**config.mk**
```make
export PLATFORM = sky130hd
export DESIGN_NAME = ptr_tag_guard
export DESIGN_NICKNAME = d
export VERILOG_FILES = /design/src/rtl/ptg_pkg.sv /design/src/rtl/ptg_tag_store.sv /design/src/rtl/ptg_data_store.sv /design/src/rtl/ptg_fault_log.sv /design/src/rtl/ptr_tag_guard.sv
export SDC_FILE = /design/constraint.sdc
export NUM_CORES = 1
export LEC_CHECK = 0
export ABC_CLOCK_PERIOD_IN_PS = 7450
export BUFFER_PORTS_ARGS = -buffer_cell sky130_fd_sc_hd__buf_4
export CAP_MARGIN = 30
export CORE_ASPECT_RATIO = 0.5
export CORE_MARGIN = 4
export CORE_UTILIZATION = 60
export DETAILED_ROUTE_END_ITERATION = 16
export HOLD_SLACK_MARGIN = 0.02
export PLACE_DENSITY_LB_ADDON = 0.05
export SETUP_SLACK_MARGIN = 0.02
export SLEW_MARGIN = 20
export SYNTH_ARGS = -nofsm -noshare
export SYNTH_HDL_FRONTEND = slang
export SYNTH_SLANG_ARGS = --single-unit
export TNS_END_PERCENT = 50
```
**constraint.sdc**
```tcl
create_clock -name clk_i -period 7.45 [get_ports clk_i]
set_clock_uncertainty 0.2 [all_clocks]
set_input_delay 0.3725 -clock clk_i [delete_from_list [all_inputs] [get_ports clk_i]]
set_output_delay 0.3725 -clock clk_i [all_outputs]
set_load 0.1 [all_outputs]
```
**src/rtl/ptg_pkg.sv**
```systemverilog
package ptg_pkg;
  typedef enum logic [1:0] {
    OP_LOAD   = 2'd0,
    OP_STORE  = 2'd1,
    OP_SETVER = 2'd2,
    OP_RSVD   = 2'd3
  } ptg_op_e;
endpackage

```
**src/rtl/ptg_tag_store.sv**
```systemverilog
module ptg_tag_store #(
  parameter int DEPTH = 16,
  parameter int TAG_W = 4,
  localparam int IDX_W = $clog2(DEPTH)
) (
  input  logic             clk_i,
  input  logic             rst_ni,
  input  logic             we_i,
  input  logic [IDX_W-1:0] widx_i,
  input  logic [TAG_W-1:0] wtag_i,
  input  logic [IDX_W-1:0] ridx_i,
  output logic [TAG_W-1:0] rtag_o
);
  logic [TAG_W-1:0] tag_q [DEPTH];

  for (genvar g = 0; g < DEPTH; g++) begin : g_line
    always_ff @(posedge clk_i or negedge rst_ni) begin
      if (!rst_ni)                              tag_q[g] <= '0;
      else if (we_i && widx_i == IDX_W'(g))     tag_q[g] <= wtag_i;
    end
  end

  assign rtag_o = tag_q[ridx_i];
endmodule

```
**src/rtl/ptg_data_store.sv**
```systemverilog
module ptg_data_store #(
  parameter int DEPTH  = 16,
  parameter int DATA_W = 32,
  localparam int IDX_W = $clog2(DEPTH)
) (
  input  logic              clk_i,
  input  logic              rst_ni,
  input  logic              we_i,
  input  logic [IDX_W-1:0]  idx_i,
  input  logic [DATA_W-1:0] wdata_i,
  output logic [DATA_W-1:0] rdata_o
);
  logic [DATA_W-1:0] mem_q [DEPTH];

  for (genvar g = 0; g < DEPTH; g++) begin : g_word
    always_ff @(posedge clk_i or negedge rst_ni) begin
      if (!rst_ni)                           mem_q[g] <= '0;
      else if (we_i && idx_i == IDX_W'(g))   mem_q[g] <= wdata_i;
    end
  end

  assign rdata_o = mem_q[idx_i];
endmodule

```
**src/rtl/ptg_fault_log.sv**
```systemverilog
module ptg_fault_log #(
  parameter int ADDR_W = 32,
  parameter int TAG_W  = 4
) (
  input  logic              clk_i,
  input  logic              rst_ni,
  input  logic              cap_i,
  input  logic              clr_i,
  input  logic [ADDR_W-1:0] addr_i,
  input  logic [TAG_W-1:0]  ptag_i,
  input  logic [TAG_W-1:0]  ltag_i,
  output logic              valid_o,
  output logic [ADDR_W-1:0] addr_o,
  output logic [TAG_W-1:0]  ptag_o,
  output logic [TAG_W-1:0]  ltag_o
);
  // a clear frees the log for a fault arriving in the same cycle
  logic take;
  assign take = cap_i && (!valid_o || clr_i);

  always_ff @(posedge clk_i or negedge rst_ni) begin
    if (!rst_ni) begin
      valid_o <= 1'b0;
      addr_o  <= '0;
      ptag_o  <= '0;
      ltag_o  <= '0;
    end else if (take) begin
      valid_o <= 1'b1;
      addr_o  <= addr_i;
      ptag_o  <= ptag_i;
      ltag_o  <= ltag_i;
    end else if (clr_i) begin
      valid_o <= 1'b0;
    end
  end
endmodule

```
**src/rtl/ptr_tag_guard.sv**
```systemverilog
module ptr_tag_guard
  import ptg_pkg::*;
#(
  parameter int ADDR_W = 32,
  parameter int DATA_W = 32,
  parameter int TAG_W  = 4,
  parameter int DEPTH  = 16
) (
  input  logic              clk_i,
  input  logic              rst_ni,
  input  logic              req_valid_i,
  input  logic [1:0]        req_op_i,
  input  logic [ADDR_W-1:0] req_addr_i,
  input  logic [DATA_W-1:0] req_wdata_i,
  input  logic [TAG_W-1:0]  req_tag_i,
  input  logic              flt_clear_i,
  output logic              rsp_valid_o,
  output logic [DATA_W-1:0] rsp_rdata_o,
  output logic              rsp_fault_o,
  output logic              flt_valid_o,
  output logic [ADDR_W-1:0] flt_addr_o,
  output logic [TAG_W-1:0]  flt_ptr_tag_o,
  output logic [TAG_W-1:0]  flt_line_tag_o
);
  localparam int IDX_W = $clog2(DEPTH);

  ptg_op_e           op;
  logic [IDX_W-1:0]  idx;
  logic [TAG_W-1:0]  ptr_tag, line_tag;
  logic [DATA_W-1:0] line_data;
  logic              is_ld, is_st, is_sv, tag_ok, fault_now;

  assign op      = ptg_op_e'(req_op_i);
  // version bits never reach the index
  assign idx     = req_addr_i[IDX_W-1:0];
  assign ptr_tag = req_addr_i[ADDR_W-1 -: TAG_W];

  assign is_ld     = req_valid_i && op == OP_LOAD;
  assign is_st     = req_valid_i && op == OP_STORE;
  assign is_sv     = req_valid_i && op == OP_SETVER;
  assign tag_ok    = ptr_tag == line_tag;
  assign fault_now = (is_ld || is_st) && !tag_ok;

  ptg_tag_store #(.DEPTH(DEPTH), .TAG_W(TAG_W)) u_tags (
    .clk_i, .rst_ni,
    .we_i   (is_sv),
    .widx_i (idx),
    .wtag_i (req_tag_i),
    .ridx_i (idx),
    .rtag_o (line_tag)
  );

  ptg_data_store #(.DEPTH(DEPTH), .DATA_W(DATA_W)) u_data (
    .clk_i, .rst_ni,
    .we_i    (is_st && tag_ok),
    .idx_i   (idx),
    .wdata_i (req_wdata_i),
    .rdata_o (line_data)
  );

  ptg_fault_log #(.ADDR_W(ADDR_W), .TAG_W(TAG_W)) u_log (
    .clk_i, .rst_ni,
    .cap_i   (fault_now),
    .clr_i   (flt_clear_i),
    .addr_i  (req_addr_i),
    .ptag_i  (ptr_tag),
    .ltag_i  (line_tag),
    .valid_o (flt_valid_o),
    .addr_o  (flt_addr_o),
    .ptag_o  (flt_ptr_tag_o),
    .ltag_o  (flt_line_tag_o)
  );

  always_ff @(posedge clk_i or negedge rst_ni) begin
    if (!rst_ni) begin
      rsp_valid_o <= 1'b0;
      rsp_fault_o <= 1'b0;
      rsp_rdata_o <= '0;
    end else begin
      rsp_valid_o <= is_ld || is_st || is_sv;
      rsp_fault_o <= fault_now;
      rsp_rdata_o <= (is_ld && tag_ok) ? line_data : '0;
    end
  end
endmodule

```
==> metrics <==
DRT iter0 DRCs 1143; EDFF count, synth 0; Layout Area Growth over Synthesis 14.50%; most used cell, CP sky130_fd_sc_hd__buf_4; headroom to the max-slew limit 29.66%; Max Clock Freq 226.4 MHz; WP buf/inv 2; portion of the post-synthesis area used by sequential elements 56.33%; post-cts repair resize count 0; CTS HTree Levels 2; crit-path max cell delay 0.89 ns; Die ar. 0.05169 mm2; total number of nets in the final design 1954; post-route clock period utilization 59.28%; endpoints failing setup 0; clock root buffer sky130_fd_sc_hd__clkbuf_16; register clock-pin slew on the reported worst setup and hold paths 0.07 ns; synthesized instance count 1717; Initial Util between 60% and 70%; Core ar. 0.04709 mm2; total power divided by cell area around 230 mW/mm2; number of global-route vias before repair between 15000 and 20000; top library cells by usage in the layout, fill and taps aside sky130_fd_sc_hd__dfrtp_1, sky130_fd_sc_hd__mux2_2, sky130_fd_sc_hd__mux4_2; CP arrival between 4 and 5 ns; TritonCTS clock tree built; CP Cell Sequence buf_4, buf_4, mux2i_1, a22oi_1, and4_1, or3_1, a21oi_4, nand4_4, mux2_2; number of sinks on the clock net 647; type of the tightest min-delay check primary input to flop; number of distinct library cells after synthesis 37; post-layout minimum cycle time between 4 and 5 ns; total setup buffers inserted after CTS 0; Pins Over Slew Limit 0; global routing usage summed across all routing layers 25.55%; clock latency at the later pin of the worst-skew pair 0.58 ns; total inserted antenna cells 0; total clock buffers created by CTS 55; fill cell total of the finished layout a little over 3000; HPWL after DPL 38.60 mm; critical path data required time 7.71 ns; PortBufs 148; Routed Antenna Nets 0; Warnings, synthesis 0; smallest hold slack 0.09586 ns; Top delay family on crit path simple AND/OR/NAND/NOR gates; Congestion Overflow GR 0; fraction of layout cells with a size suffix above 1 52.75%; post-synthesis average cell area about 17 um2; critical path class primary input to flop; CP Max Fanout 36; setup repair after global routing missed its margin no; netlist area before placement 0.02874 mm2; DRT Pass-1 Iters 5; leakage component of the power between 15 and 20 nW; # DRC 0; number of vias after detailed routing 15839; DIE HEIGHT approximately 160 um; deepest clock path buffer count 3; TNS Setup 0 ns; number of failing hold endpoints at the final stage 0; Syn Nets between 1500 and 2000; register-to-register path setup slack approximately 3.3 ns; ys async rst share 100.0%; crit path launch type primary input; highest-delay cell along the critical path sky130_fd_sc_hd__nand4_4; run status complete, no violations; leading cell type in the layout, fill and taps excluded sky130_fd_sc_hd__dfrtp_1; largest net degree at the start of global routing between 150 and 200; boundary pin count 149; placement row count 56; Final Routed Wirelength 64.56 mm; number of synthesized register bits 647; worst vdd ir roughly 0.16 mV; commonest register cell after synthesis sky130_fd_sc_hd__dfrtp_1; post-detailed-route via-to-cell ratio 6.182; critical path endpoint category flop; Routability Congestion 0.7505; Least-Margin Pin Slew 1.055 ns; Horiz. Die Dim 317.5 um; wire length of the first global-routing pass 102.8 mm; number of max-cap violations 0; antenna violations before repair 0; routed length per placed instance 25.20 um
area by class of cell:
class	count	area (um2)	area share, %
Sequential cell	647	16190	49.19
Multi-Input combinational cell	925	11800	35.86
Timing Repair Buffer	249	2222	6.752
Clock buffer	85	1652	5.018
Tap cell	638	798.3	2.425
Clock inverter	16	240.2	0.7299
Inverter	2	7.507	0.02281
Yosys cell counts, types with 5 or more instances:
cell                       count  area [um2]
sky130_fd_sc_hd__mux2_2      568        6396
sky130_fd_sc_hd__nand2b_1      5       31.28
sky130_fd_sc_hd__mux4_2      168        3784
sky130_fd_sc_hd__nand4_4       8       170.2
sky130_fd_sc_hd__nand4_1       8       50.05
sky130_fd_sc_hd__buf_4         9       67.56
sky130_fd_sc_hd__nor2b_1      37       231.5
sky130_fd_sc_hd__nand2_1       5       18.77
sky130_fd_sc_hd__nor2_1       17       63.81
sky130_fd_sc_hd__clkbuf_1     68       255.2
sky130_fd_sc_hd__buf_2        44       220.2
sky130_fd_sc_hd__buf_6        15       168.9
sky130_fd_sc_hd__buf_1         6       22.52
sky130_fd_sc_hd__mux2_1       44       495.5
sky130_fd_sc_hd__mux2i_1      26       260.3
sky130_fd_sc_hd__dfrtp_1     647       16190
sky130_fd_sc_hd__nand3_1       8       40.04
path summary, 6_finish.rpt:
path / endpoint / depth (start not counted) / from
setup / recovery: u_data.mem_q[119] / 9 / req_addr_i[3]
hold / removal: rsp_fault_o / 3 / req_valid_i
setup reg to reg: u_data.mem_q[119] / 7 / u_tags.tag_q[2]
hold reg to reg: u_log.addr_o[8] / 1 / u_log.addr_o[8]
max in group asynchronous: u_data.mem_q[429] / 4 / rst_ni
min in group asynchronous: rsp_rdata_o[4] / 2 / rst_ni
cells by family (layout without fill, tap and decap cells):
kind of cell | count (synthesis) | after routing | share of synthesized area (%)
xor+xnor | 5 | 5 | 0.1524
mux | 806 | 806 | 38.04
compound gates | 9 | 9 | 0.3309
simple gates | 105 | 105 | 2.512
buf+inv | 145 | 352 | 2.633
flops | 647 | 647 | 56.33
per-layer routing:
metal	routed length [um]	share of wire, %	up-vias	GRT usage (%)
li1	-	-	6726	-
met1	29330	45	8682	37.12
met2	31520	49	352	42.28
met3	2876	4.5	79	4.085
met4	833	1.3	0	4.469
met5	0	0	-	0
worst min-delay path: stages:
cell and delay [ns]:
sky130_fd_sc_hd__buf_4 0.09, sky130_fd_sc_hd__nand2b_1 0.20, sky130_fd_sc_hd__nor2_1 0.16
power breakdown:
part	internal (mW)	total (mW)	switching (mW)	leakage, nW
registers	3.65	3.73	0.0771	8.90
logic	0.317	0.977	0.660	6.34
clock network	1.73	3.01	1.28	0.916
total	5.70	7.72	2.02	16.2
through the flow:
step | instance area (um2) | total power, mW | cells | utilization, % | setup WS [ns]
after detailed placement | 30270 | 4.746 | 2390 | 64.28 | 2.407
after global placement | 30130 | 4.708 | 2384 | 64.00 | 2.392
after floorplan | 28740 | 4.458 | 1717 | - | 4.445
final | 32910 | 7.719 | 2562 | 69.90 | 3.034
after CTS | 32840 | 7.783 | 2559 | 69.75 | 3.054
after global routing | 32910 | 8.015 | 2562 | 69.90 | 2.866
what timing repair did:
item / in CTS / in global routing
setup endpoints to repair: 0 / 0
hold buffers: 68 / 0
hold endpoints to repair: 680 / 0
state kept, by name (all words and copies together) (netlist names):
signal	cells
u_tags.tag_q	64
u_data.mem_q	512
u_log.valid_o	1
u_log.ptag_o	4
rsp_valid_o	1
u_log.addr_o	28
rsp_rdata_o	32
u_log.ltag_o	4
rsp_fault_o	1
(Power assumes the default switching activity.)
